## config.mk

```make
export PLATFORM = sky130hd
export DESIGN_NAME = rvdiv_unit
export DESIGN_NICKNAME = d
export VERILOG_FILES = /design/src/rtl/rvdiv_pkg.sv /design/src/rtl/rvdiv_prep.sv /design/src/rtl/rvdiv_core.sv /design/src/rtl/rvdiv_fix.sv /design/src/rtl/rvdiv_unit.sv
export SDC_FILE = /design/constraint.sdc
export NUM_CORES = 1
export LEC_CHECK = 0
export ABC_AREA = 1
export BUFFER_PORTS_ARGS = -buffer_cell sky130_fd_sc_hd__buf_4
export CAP_MARGIN = 10
export CORE_ASPECT_RATIO = 1.1
export CORE_MARGIN = 10
export CORE_UTILIZATION = 35
export DETAILED_ROUTE_END_ITERATION = 10
export PLACE_DENSITY = 0.52
export SETUP_SLACK_MARGIN = 0.2
export SLEW_MARGIN = 20
export SYNTH_ARGS = -nofsm -noshare
export SYNTH_HDL_FRONTEND = slang
export SYNTH_SLANG_ARGS = --single-unit
```

## constraint.sdc

```tcl
create_clock -name clk -period 2.9 [get_ports clk]
set_input_delay 0.145 -clock clk [delete_from_list [all_inputs] [get_ports clk]]
set_output_delay 0.145 -clock clk [all_outputs]
set_load 0.05 [all_outputs]
```

## src/rtl/rvdiv_pkg.sv

```systemverilog
package rvdiv_pkg;
   typedef enum logic [1:0] {
      OP_DIV  = 2'd0,
      OP_DIVU = 2'd1,
      OP_REM  = 2'd2,
      OP_REMU = 2'd3
   } div_op_e;

   typedef enum logic [1:0] {
      ST_IDLE = 2'd0,
      ST_RUN  = 2'd1,
      ST_FIN  = 2'd2
   } div_state_e;
endpackage

```

## src/rtl/rvdiv_prep.sv

```systemverilog
// Operand conditioning: magnitudes, sign plan and the no-loop special cases.
module rvdiv_prep import rvdiv_pkg::*; #(
   parameter int XLEN = 32
) (
   input  logic [1:0]      op_i,
   input  logic [XLEN-1:0] dividend_i,
   input  logic [XLEN-1:0] divisor_i,
   output logic [XLEN-1:0] mag_a_o,
   output logic [XLEN-1:0] mag_b_o,
   output logic            is_rem_o,
   output logic            neg_quo_o,
   output logic            neg_rem_o,
   output logic            special_o,
   output logic [XLEN-1:0] special_res_o
);
   localparam logic [XLEN-1:0] MOST_NEG = {1'b1, {(XLEN-1){1'b0}}};

   div_op_e op;
   logic    is_signed, neg_a, neg_b, div_zero, overflow;

   assign op        = div_op_e'(op_i);
   assign is_signed = (op == OP_DIV) || (op == OP_REM);
   assign is_rem_o  = (op == OP_REM) || (op == OP_REMU);

   assign neg_a = is_signed & dividend_i[XLEN-1];
   assign neg_b = is_signed & divisor_i[XLEN-1];

   assign mag_a_o = neg_a ? (~dividend_i + 1'b1) : dividend_i;
   assign mag_b_o = neg_b ? (~divisor_i + 1'b1) : divisor_i;

   assign neg_quo_o = neg_a ^ neg_b;
   assign neg_rem_o = neg_a;

   assign div_zero  = (divisor_i == '0);
   assign overflow  = is_signed && (dividend_i == MOST_NEG) && (&divisor_i);
   assign special_o = div_zero | overflow;

   always_comb begin
      if (div_zero)
         special_res_o = is_rem_o ? dividend_i : '1;
      else
         special_res_o = is_rem_o ? '0 : MOST_NEG;
   end
endmodule

```

## src/rtl/rvdiv_core.sv

```systemverilog
// Restoring shift-subtract loop on magnitudes, one quotient bit per step.
module rvdiv_core #(
   parameter int XLEN = 32
) (
   input  logic            clk,
   input  logic            rst_n,
   input  logic            load_i,
   input  logic            step_i,
   input  logic [XLEN-1:0] mag_a_i,
   input  logic [XLEN-1:0] mag_b_i,
   output logic [XLEN-1:0] quo_o,
   output logic [XLEN-1:0] rem_o,
   output logic            last_o
);
   localparam int CW = (XLEN > 1) ? $clog2(XLEN) : 1;
   localparam logic [CW-1:0] LAST_STEP = CW'(XLEN - 1);

   logic [XLEN-1:0] quo_q, rem_q, div_q;
   logic [CW-1:0]   cnt_q;
   logic [XLEN:0]   shifted, trial;

   assign shifted = {rem_q, quo_q[XLEN-1]};
   assign trial   = shifted - {1'b0, div_q};

   always_ff @(posedge clk or negedge rst_n) begin
      if (!rst_n) begin
         quo_q <= '0;
         rem_q <= '0;
         div_q <= '0;
         cnt_q <= '0;
      end else if (load_i) begin
         quo_q <= mag_a_i;
         rem_q <= '0;
         div_q <= mag_b_i;
         cnt_q <= '0;
      end else if (step_i) begin
         if (!trial[XLEN]) begin
            rem_q <= trial[XLEN-1:0];
            quo_q <= {quo_q[XLEN-2:0], 1'b1};
         end else begin
            rem_q <= shifted[XLEN-1:0];
            quo_q <= {quo_q[XLEN-2:0], 1'b0};
         end
         cnt_q <= cnt_q + 1'b1;
      end
   end

   assign quo_o  = quo_q;
   assign rem_o  = rem_q;
   assign last_o = step_i && (cnt_q == LAST_STEP);
endmodule

```

## src/rtl/rvdiv_fix.sv

```systemverilog
// Sign application and selection of quotient or remainder.
module rvdiv_fix #(
   parameter int XLEN = 32
) (
   input  logic [XLEN-1:0] quo_i,
   input  logic [XLEN-1:0] rem_i,
   input  logic            is_rem_i,
   input  logic            neg_quo_i,
   input  logic            neg_rem_i,
   output logic [XLEN-1:0] res_o
);
   logic [XLEN-1:0] quo_s, rem_s;

   assign quo_s = neg_quo_i ? (~quo_i + 1'b1) : quo_i;
   assign rem_s = neg_rem_i ? (~rem_i + 1'b1) : rem_i;
   assign res_o = is_rem_i ? rem_s : quo_s;
endmodule

```

## src/rtl/rvdiv_unit.sv

```systemverilog
module rvdiv_unit import rvdiv_pkg::*; #(
   parameter int XLEN = 32
) (
   input  logic            clk,
   input  logic            rst_n,
   input  logic            start_i,
   input  logic [1:0]      op_i,
   input  logic [XLEN-1:0] dividend_i,
   input  logic [XLEN-1:0] divisor_i,
   output logic            busy_o,
   output logic            done_o,
   output logic [XLEN-1:0] result_o
);
   generate
      if (XLEN < 4) begin : g_bad_xlen
         $error("rvdiv_unit: XLEN must be at least 4");
      end
   endgenerate

   div_state_e      state_q;
   logic            accept, done_q;
   logic            is_rem_q, neg_quo_q, neg_rem_q;
   logic [XLEN-1:0] result_q;

   logic [XLEN-1:0] mag_a, mag_b, special_res, quo, rem, fixed;
   logic            is_rem, neg_quo, neg_rem, special, last;

   assign accept = start_i && (state_q == ST_IDLE);

   rvdiv_prep #(.XLEN(XLEN)) i_prep (
      .op_i          (op_i),
      .dividend_i    (dividend_i),
      .divisor_i     (divisor_i),
      .mag_a_o       (mag_a),
      .mag_b_o       (mag_b),
      .is_rem_o      (is_rem),
      .neg_quo_o     (neg_quo),
      .neg_rem_o     (neg_rem),
      .special_o     (special),
      .special_res_o (special_res)
   );

   rvdiv_core #(.XLEN(XLEN)) i_core (
      .clk     (clk),
      .rst_n   (rst_n),
      .load_i  (accept && !special),
      .step_i  (state_q == ST_RUN),
      .mag_a_i (mag_a),
      .mag_b_i (mag_b),
      .quo_o   (quo),
      .rem_o   (rem),
      .last_o  (last)
   );

   rvdiv_fix #(.XLEN(XLEN)) i_fix (
      .quo_i     (quo),
      .rem_i     (rem),
      .is_rem_i  (is_rem_q),
      .neg_quo_i (neg_quo_q),
      .neg_rem_i (neg_rem_q),
      .res_o     (fixed)
   );

   always_ff @(posedge clk or negedge rst_n) begin
      if (!rst_n) begin
         state_q   <= ST_IDLE;
         done_q    <= 1'b0;
         result_q  <= '0;
         is_rem_q  <= 1'b0;
         neg_quo_q <= 1'b0;
         neg_rem_q <= 1'b0;
      end else begin
         done_q <= 1'b0;
         case (state_q)
            ST_IDLE: begin
               if (accept) begin
                  if (special) begin
                     result_q <= special_res;
                     done_q   <= 1'b1;
                  end else begin
                     state_q   <= ST_RUN;
                     is_rem_q  <= is_rem;
                     neg_quo_q <= neg_quo;
                     neg_rem_q <= neg_rem;
                  end
               end
            end
            ST_RUN: begin
               if (last) state_q <= ST_FIN;
            end
            ST_FIN: begin
               result_q <= fixed;
               done_q   <= 1'b1;
               state_q  <= ST_IDLE;
            end
            default: state_q <= ST_IDLE;
         endcase
      end
   end

   assign busy_o   = (state_q != ST_IDLE);
   assign done_o   = done_q;
   assign result_o = result_q;
endmodule

```

==> reports/metrics.yaml <==
start_util_pct: 35.2
hold_path_depth: 4
drtAntennaViolNets: 0
layout_commonest_cell: "nand2_1"
grt_pass1_vias: 13700
crit_chain: "inv_1 > ha_1 > nand3_1 > nor2_2 > nand3_1 > o21ai_2 > nand2_1 > nand2_1 > nand3_1 > nand3_1 > nand2_1 > nand2_1"
most-common-layout-cells: "718 x nand2_1, 359 x nand3_1, 257 x inv_1, 235 x nor2_1, 139 x dfrtp_1"
ys_ff_latch: 139
cp_top_family: "simple AND/OR/NAND/NOR gates"
coreArea_um2: 36900
critPathRequiredTime_ns: 3.28
n_antenna_cell: 0
die-area_um2: 45300
num-fill-cells: 4078
cts_made_buffers: 17
place_area_um2: 14400
die_width_um: 204
critical_path_buf_inv_count: 1
met3_usage_pct: 2.45
skew_ns: 0.0201
clockBufferDepth: 2
via_per_inst: 5.23
tightestPinTransition_ns: 0.790
hpwlAfterDp_um: 40900
min_from: "divisor_i[25]"
yosysSeqAreaShare_pct: 26.7
h-tree-depth: 4
design_area_um2: 15100
peakVddDrop_uv: 506
critPathMaxFanout: 5
final_cell_count_no_fill: 2793
r2r-end: "result_o[18]"
worstPathArrival_ns: 2.94
place.gp.congestion: 0.956
path_class: "reg -> reg"
min_path_type: "in -> reg"
min_period_ns: 2.55
met2_usage_pct: 35.6
dp.cells: 2756
drtPass1Iterations: 6
drive_gt1_share_pct: 9.40
tns_ns: 0
synthDistinctLibCells: 44
p_per_area_nw_per_um2: 1220
overflow: 0
crit_path_end_kind: "flip-flop"
leakagePower_nw: 7.67
io-pin-count: 103
cts_root_buffer: "clkbuf_16"
slew_headroom_pct: 46.8
rrSetupSlack_ns: 0.35
fmaxAchievable_mhz: 391
cpPeakStageDelay_ns: 0.43
holdPathEnd: "i_core.div_q[25]"
cts.sinks: 139
r2r_start: "i_core.rem_o[0]"
grt_max_degree: 65
final-hold-violation-count: 0
holdWs_ns: 0.0232
antenna_found_initial: 1
rr_worst_depth: 12
area_growth_pct: 16.0
avgSynthCellArea_um2: 5.93
clk_pin_slew_worst_paths_ns: 0.08
startpoint: "i_core.rem_o[0]"
io_buffer_count: 102
grt_pass1_wl_um: 80000
status: "complete, no violations"
rsz0062_at_grt: "false"
clock_latency_ns: 0.46
drv_cap: 0
syn-num-nets: 2304
synth_warnings: 0
via_count: 14600
netlist_area_um2: 13000
tritoncts: "built"
drc: 0
setup_viol: 0
worst_path_max_delay_cell: "dfrtp_1"
power_mw: 18.4
drtIter0Drc: 1277
nets: 2395
wl_um: 51400
min_period_over_period_pct: 88.1
start_kind: "flip-flop"
avgRoutedWirePerCell_um: 18.4
met1_usage_pct: 31.6
grt.busiest_layer: "met2"
slew_violations: 0
syn-instance-count: 2195
grt.total_usage_pct: 22.4
die_h_um: 222
num_rows: 74
## cell families (layout without fill, tap and decap cells)
family	count (synthesis)	in the layout	share of synthesized area [%]
XOR/XNOR	60	60	4.04
AO/OA/AOI/OAI	192	192	7.95
AND/OR/NAND/NOR	1427	1427	47.0
flip-flops	139	139	26.7
adder cells (fa/ha/maj)	40	40	3.90
buffers and inverters	337	441	10.3
## cell type report
class	count	area, um2	area share (%)
repair buffers	141	1140	7.55
clock buffers	18	429	2.84
clock inverters	14	205	1.36
flip-flops and latches	139	3480	23.0
well taps	494	618	4.09
inverters	268	1010	6.66
multi-input cells	1719	8220	54.4
## power breakdown
group	total, mW	internal, mW	switching [mW]
combinational	12.1	3.97	8.08
sequential	3.91	2.83	1.08
clock	2.45	1.46	0.985
## worst max-delay path by stage
stage                  endpoint  slack (ns)  cells past startpoint
3_3_place_gp       result_o[31]        0.32                     11
2_1_floorplan  i_core.rem_o[29]        0.69                     18
6_report           result_o[18]        0.35                     12
5_1_grt        i_core.rem_o[27]        0.24                     14
4_1_cts            result_o[18]        0.31                     11
3_5_place_dp       result_o[31]        0.30                     11
## worst register-to-register path, delay by kind of cell (launching register included)
| kind | cells | cell delay, ns |
|---|---|---|
| AOI/OAI and AO/OA | 1 | 0.25 |
| adders and majority gates | 1 | 0.26 |
| buffers and inverters | 1 | 0.19 |
| DFF | 1 | 0.43 |
| and+or+nand+nor | 9 | 1.35 |
## routing by layer
| layer | share of wire [%] | vias up |
|---|---|---|
| li1 | - | 7231 |
| met1 | 47 | 6889 |
| met2 | 46 | 434 |
| met3 | 5.0 | 45 |
| met4 | 1.7 | 0 |
| met5 | 0 | - |
## state kept, by name (all words and copies together), names as in the netlist
signal	cells
neg_quo_q	1
state_q	2
i_core.rem_o	32
i_core.cnt_q	5
result_o	32
i_core.quo_o	32
done_o	1
is_rem_q	1
neg_rem_q	1
i_core.div_q	32
## repair_timing
item                                    CTS  global route
endpoints found under the setup margin    0            34
hold buffers                              4             0
resized for setup                         0             6
buffers inserted                          0             0
endpoints found under the hold margin    51             0
## metrics by stage
stage	utilization [%]	setup WS [ns]
finish	40.9	0.345
global route	40.9	0.238
CTS	40.7	0.310
detailed placement	38.9	0.301
global placement	38.9	0.323
floorplan	-	0.686
## synth_stat cells, drive strengths merged
master | instances | area (um2)
a21oi | 47 | 239
a22oi | 1 | 7.51
and2 | 8 | 50.1
and3 | 1 | 6.26
buf | 39 | 226
clkbuf | 30 | 113
clkinv | 1 | 3.75
dfrtp | 139 | 3480
fa | 1 | 20.0
ha | 39 | 488
inv | 267 | 1000
nand2 | 727 | 2750
nand3 | 363 | 1830
nand3b | 11 | 95.1
nand4 | 34 | 213
nor2 | 247 | 957
nor3 | 22 | 110
nor3b | 1 | 7.51
nor4 | 3 | 33.8
o2111ai | 1 | 8.76
o211ai | 12 | 90.1
o21a | 2 | 15.0
o21ai | 115 | 576
o21bai | 7 | 52.6
o22ai | 5 | 31.3
o31ai | 2 | 15.0
or2 | 10 | 62.6
xnor2 | 17 | 149
xor2 | 43 | 377
Note: power is estimated with default switching activity, not from simulation.
